===== config.mk =====
export PLATFORM = sky130hd
export DESIGN_NAME = ram_bkpt_unit
export DESIGN_NICKNAME = d
export VERILOG_FILES = /design/src/rtl/bkpt_pkg.sv /design/src/rtl/ram_match.sv /design/src/rtl/chan_match.sv /design/src/rtl/hit_arbiter.sv /design/src/rtl/ram_bkpt_unit.sv
export SDC_FILE = /design/constraint.sdc
export NUM_CORES = 1
export LEC_CHECK = 0
export BUFFER_PORTS_ARGS = -buffer_cell sky130_fd_sc_hd__buf_2
export CORE_MARGIN = 1.5
export CORE_UTILIZATION = 28
export DETAILED_ROUTE_END_ITERATION = 10
export GPL_ROUTABILITY_DRIVEN = 0
export PLACE_DENSITY = 0.8
export SLEW_MARGIN = 20
export SYNTH_ARGS = -nofsm -noshare
export SYNTH_HDL_FRONTEND = slang
export SYNTH_HIERARCHICAL = 1
export SYNTH_SLANG_ARGS = --single-unit

===== constraint.sdc =====
create_clock -name clk -period 1.3 [get_ports clk]
set_input_delay 0.065 -clock clk [delete_from_list [all_inputs] [get_ports clk]]
set_output_delay 0.065 -clock clk [all_outputs]
set_load 0.005 [all_outputs]

===== src/rtl/bkpt_pkg.sv =====
package bkpt_pkg;
  typedef enum logic [1:0] {
    DIR_WRITE  = 2'b00,
    DIR_READ   = 2'b01,
    DIR_ANY    = 2'b10,
    DIR_ANY_B  = 2'b11
  } dir_sel_e;

  localparam int unsigned SRC_W   = 2;
  localparam int unsigned SRC_RAM = 0;
  localparam int unsigned SRC_CH  = 1;
endpackage


===== src/rtl/ram_match.sv =====
module ram_match #(
  parameter int unsigned AW = 12,
  parameter int unsigned DW = 24
) (
  input  logic          clk,
  input  logic          rst_n,
  input  logic          en,
  input  logic [1:0]    mode,
  input  logic          dq_en,
  input  logic [AW-1:0] ref_addr,
  input  logic [DW-1:0] ref_data,
  input  logic [AW-1:0] addr,
  input  logic [DW-1:0] wdata,
  input  logic          rd,
  input  logic          wr,
  output logic          hit
);
  import bkpt_pkg::*;

  logic addr_eq, dir_ok, data_ok;
  dir_sel_e sel;

  assign sel     = dir_sel_e'(mode);
  assign addr_eq = (addr == ref_addr);
  assign data_ok = !dq_en || (wr && (wdata == ref_data));

  always_comb begin
    unique case (sel)
      DIR_WRITE: dir_ok = wr;
      DIR_READ:  dir_ok = rd;
      default:   dir_ok = rd || wr;
    endcase
  end

  assign hit = en && addr_eq && dir_ok && data_ok;


  dq_read_chk: assert property (@(posedge clk) disable iff (!rst_n)
    (hit && dq_en) |-> wr);

  addr_gate_chk: assert property (@(posedge clk) disable iff (!rst_n)
    (addr != ref_addr) |-> !hit);
endmodule


===== src/rtl/chan_match.sv =====
module chan_match (
  input  logic clk,
  input  logic rst_n,
  input  logic en,
  input  logic chan_wr,
  input  logic by_ucode,
  output logic hit
);
  assign hit = en && chan_wr && by_ucode;


  slot_ignore_chk: assert property (@(posedge clk) disable iff (!rst_n)
    (chan_wr && !by_ucode) |-> !hit);
endmodule


===== src/rtl/hit_arbiter.sv =====
module hit_arbiter
  import bkpt_pkg::*;
(
  input  logic             clk,
  input  logic             rst_n,
  input  logic [SRC_W-1:0] src_hit,
  input  logic             halted,
  input  logic             clr,
  output logic             req,
  output logic [SRC_W-1:0] status
);
  logic issue;

  assign issue = (|src_hit) && !halted && !req;

  always_ff @(posedge clk or negedge rst_n) begin
    if (!rst_n) begin
      req    <= 1'b0;
      status <= '0;
    end else begin
      req <= issue;
      if (issue)    status <= src_hit;
      else if (clr) status <= '0;
    end
  end


  one_cycle_chk: assert property (@(posedge clk) disable iff (!rst_n)
    req |=> !req);

  halted_quiet_chk: assert property (@(posedge clk) disable iff (!rst_n)
    $rose(req) |-> !$past(halted));

  status_set_chk: assert property (@(posedge clk) disable iff (!rst_n)
    req |-> (status != '0));

  clr_chk: assert property (@(posedge clk) disable iff (!rst_n)
    (clr && !issue) |=> (status == '0));
endmodule


===== src/rtl/ram_bkpt_unit.sv =====
module ram_bkpt_unit #(
  parameter int unsigned AW = 12,
  parameter int unsigned DW = 24
) (
  input  logic          clk,
  input  logic          rst_n,
  input  logic          cfg_ram_en,
  input  logic          cfg_chan_en,
  input  logic [1:0]    cfg_mode,
  input  logic          cfg_dq_en,
  input  logic [AW-1:0] cfg_addr,
  input  logic [DW-1:0] cfg_wdata,
  input  logic [AW-1:0] bus_addr,
  input  logic [DW-1:0] bus_wdata,
  input  logic          bus_rd,
  input  logic          bus_wr,
  input  logic          chan_wr,
  input  logic          chan_by_ucode,
  input  logic          engine_halted,
  input  logic          status_clr,
  output logic          halt_req,
  output logic [1:0]    hit_status
);
  import bkpt_pkg::*;

  logic [SRC_W-1:0] src_hit;

  ram_match #(.AW(AW), .DW(DW)) u_ram (
    .clk(clk), .rst_n(rst_n), .en(cfg_ram_en), .mode(cfg_mode),
    .dq_en(cfg_dq_en), .ref_addr(cfg_addr), .ref_data(cfg_wdata),
    .addr(bus_addr), .wdata(bus_wdata), .rd(bus_rd), .wr(bus_wr),
    .hit(src_hit[SRC_RAM])
  );

  chan_match u_chan (
    .clk(clk), .rst_n(rst_n), .en(cfg_chan_en), .chan_wr(chan_wr),
    .by_ucode(chan_by_ucode), .hit(src_hit[SRC_CH])
  );

  hit_arbiter u_arb (
    .clk(clk), .rst_n(rst_n), .src_hit(src_hit), .halted(engine_halted),
    .clr(status_clr), .req(halt_req), .status(hit_status)
  );


  disabled_chk: assert property (@(posedge clk) disable iff (!rst_n)
    (!cfg_ram_en && !cfg_chan_en) |=> !$rose(halt_req));
endmodule


# After elaboration in Yosys (flattened, before gate mapping)
# Cells that the tools add are included.
# Widths: inputs -> output; s select.
classes:
  eq_ne: 3
  muxes: 3
  reduce_logical: 16
ops:
  columns: ["cell", "count"]
  rows:
  - ["$eq 24x24->1", 1]
  - ["$eq 12x12->1", 1]
  - ["$logic_and 1x1->1", 8]
  - ["$mux 2", 2]
  - ["$logic_not 1->1", 3]
  - ["$eq 2x1->1 const B", 1]
  - ["$logic_not 2->1", 1]
  - ["$logic_or 1x1->1", 2]
  - ["$pmux 1 s2", 1]
  - ["$reduce_bool 2->1", 1]
  - ["$reduce_or 2->1", 1]
word_totals:
  reg_bits: 3
  input_bits: 85
  output_inout_bits: 3
  word_cells: 24

# Logic depth before layout (Yosys ltp)
logic_depth:
  word_depth: 8
  depth_mapped: 7
  mapped_depth_nobuf: 7

# By module
# Netlist, hierarchy kept.
by_module_without_submodules:
  columns: ["module", "instances", "cells_each", "area_each_um2", "seq_area_each_um2"]
  rows:
  - ["ram_match", 1, 53, 424.2, 0.0]
  - ["hit_arbiter", 1, 11, 123.9, 75.1]
  - ["chan_match", 1, 1, 6.3, 0.0]

# Worst setup path before layout
# OpenSTA, ideal clock, no wires.
synth_timing:
  kind: "input to register"
  start: "input cfg_wdata[19]"
  end: "register u_arb.status[1]"
  setup_time_ns: 0.120
  t_arrival_ns: 1.479
  t_required_ns: 1.180
  slack_ns: -0.299
  stages: 7
  path_buffers: 0
  path_cell_list: "xnor2_1 > nand4_1 > nor4_1 > nand4_1 > a211oi_2 > or3b_1 > a31o_1"
synth_via:
  elab_chain_len: 8
  word_cells_on_any_way: 9
  classes_between: "eq/ne (1); mux (1); reduce/logical (7)"
synth_rtl:
  columns: ["item", "line", "source"]
  rows:
  - ["from (decl)", "ram_bkpt_unit.sv:12", "input logic [DW-1:0] cfg_wdata,"]
  - ["$eq 24x24->1 (*)", "ram_match.sv:25", "assign data_ok = !dq_en || (wr && (wdata == ref_data));"]
  - ["$logic_and 1x1->1 (*)", "ram_match.sv:25", null]
  - ["$logic_or 1x1->1 (*)", "ram_match.sv:25", null]
  - ["$logic_and 1x1->1 (*)", "ram_match.sv:35", "assign hit = en && addr_eq && dir_ok && data_ok;"]
  - ["named net src_hit[0]", "ram_bkpt_unit.sv:26", "logic [SRC_W-1:0] src_hit;"]
  - ["$reduce_or 2->1 (*)", "hit_arbiter.sv:14", "assign issue = (|src_hit) && !halted && !req;"]
  - ["$logic_and 1x1->1 (*) (2 in series)", "hit_arbiter.sv:14", null]
  - ["$mux 2 / $reduce_bool 2->1 (equally long branches)", null, null]
  - ["to (signal assigned)", "hit_arbiter.sv:22", "if (issue) status <= src_hit;"]
  - ["to (decl)", "hit_arbiter.sv:10", "output logic [SRC_W-1:0] status"]
# The timed path passes the listed nets; every way through them passes the cells marked *.
# A chain may end at the register's enable or synchronous reset.

# Worst setup path after layout
layout_timing:
  start: "input cfg_wdata[16]"
  end: "register u_arb.status[1]"
# The elaborated chain is that of the path after synthesis.

==> results.md <==
- Status: complete, but fails checks
- Failing checks: negative setup slack
- Crit Path Class: in2reg
- Pleak: 0.619 nW
- Synth Area in Compound Gates: 8.58%
- Crit path from: cfg_wdata[16]
- Die Span Y: 47.5 um
- First-pass GRT wire length: 2840 um
- Initial DRC count: 1
- CTS Buffer Depth: 2
- DR pass1 iterations: 4
- Initial core utilization: 31.1%
- Avg WL per Cell: 10.7 um
- Sequential fraction of the synthesis area: 13.5%
- Setup crit start kind: input port
- Synth top area share: 31.6%
- Antenna violations before repair: 0
- XOR/XNOR Fraction of Synth Area: 56.9%
- FF-to-FF setup slack: 0.18 ns
- Mapped Area: 554 um^2
- Worst hold path class: in2reg
- Worst vdd ir: 305 uV
- Antenna Cells: 0
- Endpoint type of the worst setup path: flip-flop
- Layout cell share with drive strength beyond 1: 64.8%
- Largest net degree at the start of global routing: 5
- Sink Count: 3
- CP max FO: 2
- Tcrit/Tclk final: 115%
- Synth warn: 6
- Share of the core filled with cells: 65.9%
- Worst-Skew Late Latency: 0.23 ns
- Max-cap violations: 0
- Cell Area, Placed: 1050 um^2
- Mux contribution to synthesized area: 0%
- Core ar.: 1780 um^2
- Final Cell Area: 1170 um^2
- Pwr Density: 475 nW/um^2
- DRC viols: 0
- Worst Tran Pin Value: 0.265 ns
- Post-Synth Simple-Gate Area: 20.3%
- Via count: 807
- Hold Path Cell Cnt: 2
- Final hold vios: 0
- Max Fclk: 0.668 GHz
- Die extent in x: 47.5 um
- Worst R2R Path Depth: 2
- CP required: 1.42 ns
- Synthesized-area fraction occupied by adder cells: 0%
- Vias per cell: 4.39
- CP endpoint: u_arb/status[1]
- Clock Tree Root: clkbuf_4
- Largest family of logic cells by synthesized area: XOR/XNOR gates
- Gr usage total: 17.5%
- Arrival time at the worst endpoint: 1.61 ns
- I/O Pins: 88
- Most frequent cells in the layout: buf_2 (81), xor2_1 (20), xnor2_1 (10)
- # rows: 15
- Post-route clock skew: 0.00220 ns
- Most common cell after layout, fill and taps aside: buf_2
- Layout net count: 245
- GRT overflow: 0
- Die Area: 2260 um^2
- Hpwl dp: 1720 um
- Number of global-route vias before repair: 783
- I/O Buffers: 87
- Syn Nets: 150
- Largest cells by area after synthesis: xor2_1 (32%), xnor2_1 (25%), dfrtp_1 (14%), nand4_1 (5.6%), nor4_1 (5.6%)
- Final setup vio count: 2
- Post-route minimum period: 1.50 ns
- Final WS setup: -0.196 ns
- RSZ-0062 raised after global routing: true
- Pins over their slew limit: 0
- Reg2reg start: u_arb/req
- CTS Buf Count: 3
- Post-Route WL: 1970 um
- Unique masters post-synth: 19
- Register bit count reported by yosys: 3
- Post-route ant nets: 0
- R2R Path End: u_arb/status[1]
- Clock-pin slew on the worst setup and hold paths: 0.04 ns
- Mapped Cells: 65
- Total negative setup slack: -0.285 ns
- Leading area contributor after synthesis: xor2_1
- Avg Inst Size Synth: 8.53 um^2
- Area Overhead vs Synth: 112%
- CTS tree: yes
- H-tree depth: 1
- Slew margin rel.: 82.3%
==> worst min-delay path by stage <==
| stage | to | startpoint |
|---|---|---|
| finish | u_arb/req | engine_halted |
| global route | u_arb/req | engine_halted |
| CTS | u_arb/req | engine_halted |
| detailed placement | u_arb/status[1] | rst_n |
| global placement | u_arb/req | rst_n |
| floorplan | u_arb/req | rst_n |
==> stage by stage <==
step	worst slack, ns	power [mW]	hold slack, ns	instances
after floorplan	-0.209	0.206	-0.231	65
after global placement	-0.481	0.362	-0.138	178
after detailed placement	-0.523	0.371	-0.138	178
after CTS	-0.198	0.557	0.0157	187
after global routing	-0.264	0.605	0.0232	184
final	-0.196	0.558	0.0313	184
==> kinds of logic (layout without fill, tap and decap cells) <==
group | count (synthesis) | in the layout
compound gates | 6 | 6
xor+xnor | 36 | 36
buf+inv | 1 | 95
flops | 3 | 3
simple gates | 19 | 19
==> power by group <==
part           total [mW]  internal [mW]  switching (mW)
sequential         0.0985         0.0965         0.00205
combinational       0.299          0.187           0.112
clock               0.161          0.115          0.0458
==> routing by layer <==
| layer | up-vias | GRT usage (%) | part of all wire [%] |
|---|---|---|---|
| met2 | 45 | 36.5 | 60 |
| met3 | 0 | 4.15 | 8.4 |
| met1 | 344 | 15.6 | 31 |
| li1 | 418 | - | - |
| met4 | 0 | 6.67 | 0 |
| met5 | - | 0 | 0 |
==> repair_timing <==
item	4_1_cts	5_1_grt
pin swaps	6	4
setup endpoints to repair	2	3
buffers inserted	4	1
endpoints found under the hold margin	3	0
gates resized for setup	8	6
hold buffers	1	0
==> synth_stat cells <==
library cell and n:
a21oi_1 1, or3b_1 1, nor3b_1 1, nor3_1 2, dfrtp_1 3, xor2_1 20, nor4_1 5, a31o_1 1
nand2_1 1, o21a_1 1, o2111ai_1 1, a211oi_2 1, o21ai_0 1, nand4_1 5, inv_1 1, xnor2_1 16
nor2_1 2, and3_1 1, nand2b_1 1
==> cell type report <==
class / count / area (um^2)
fillers: 166 / 608
inverters: 1 / 3.75
clock buffers: 4 / 26.3
repair buffers: 90 / 498
multi-input cells: 61 / 541
well taps: 25 / 31.3
flip-flops and latches: 3 / 75.1
==> critical path, cell delays in order <==
cell      delay [ns]
buf_2           0.10
xnor2_1         0.12
nand4_1         0.12
nor4_2          0.27
nand4_1         0.14
a211oi_2        0.21
or3b_1          0.39
a31o_1          0.19
==> state kept, by name (all words and copies together), names as in the netlist <==
name,cells
u_arb/status,2
u_arb/req,1
No activity file was read; power rests on OpenSTA's default activity.
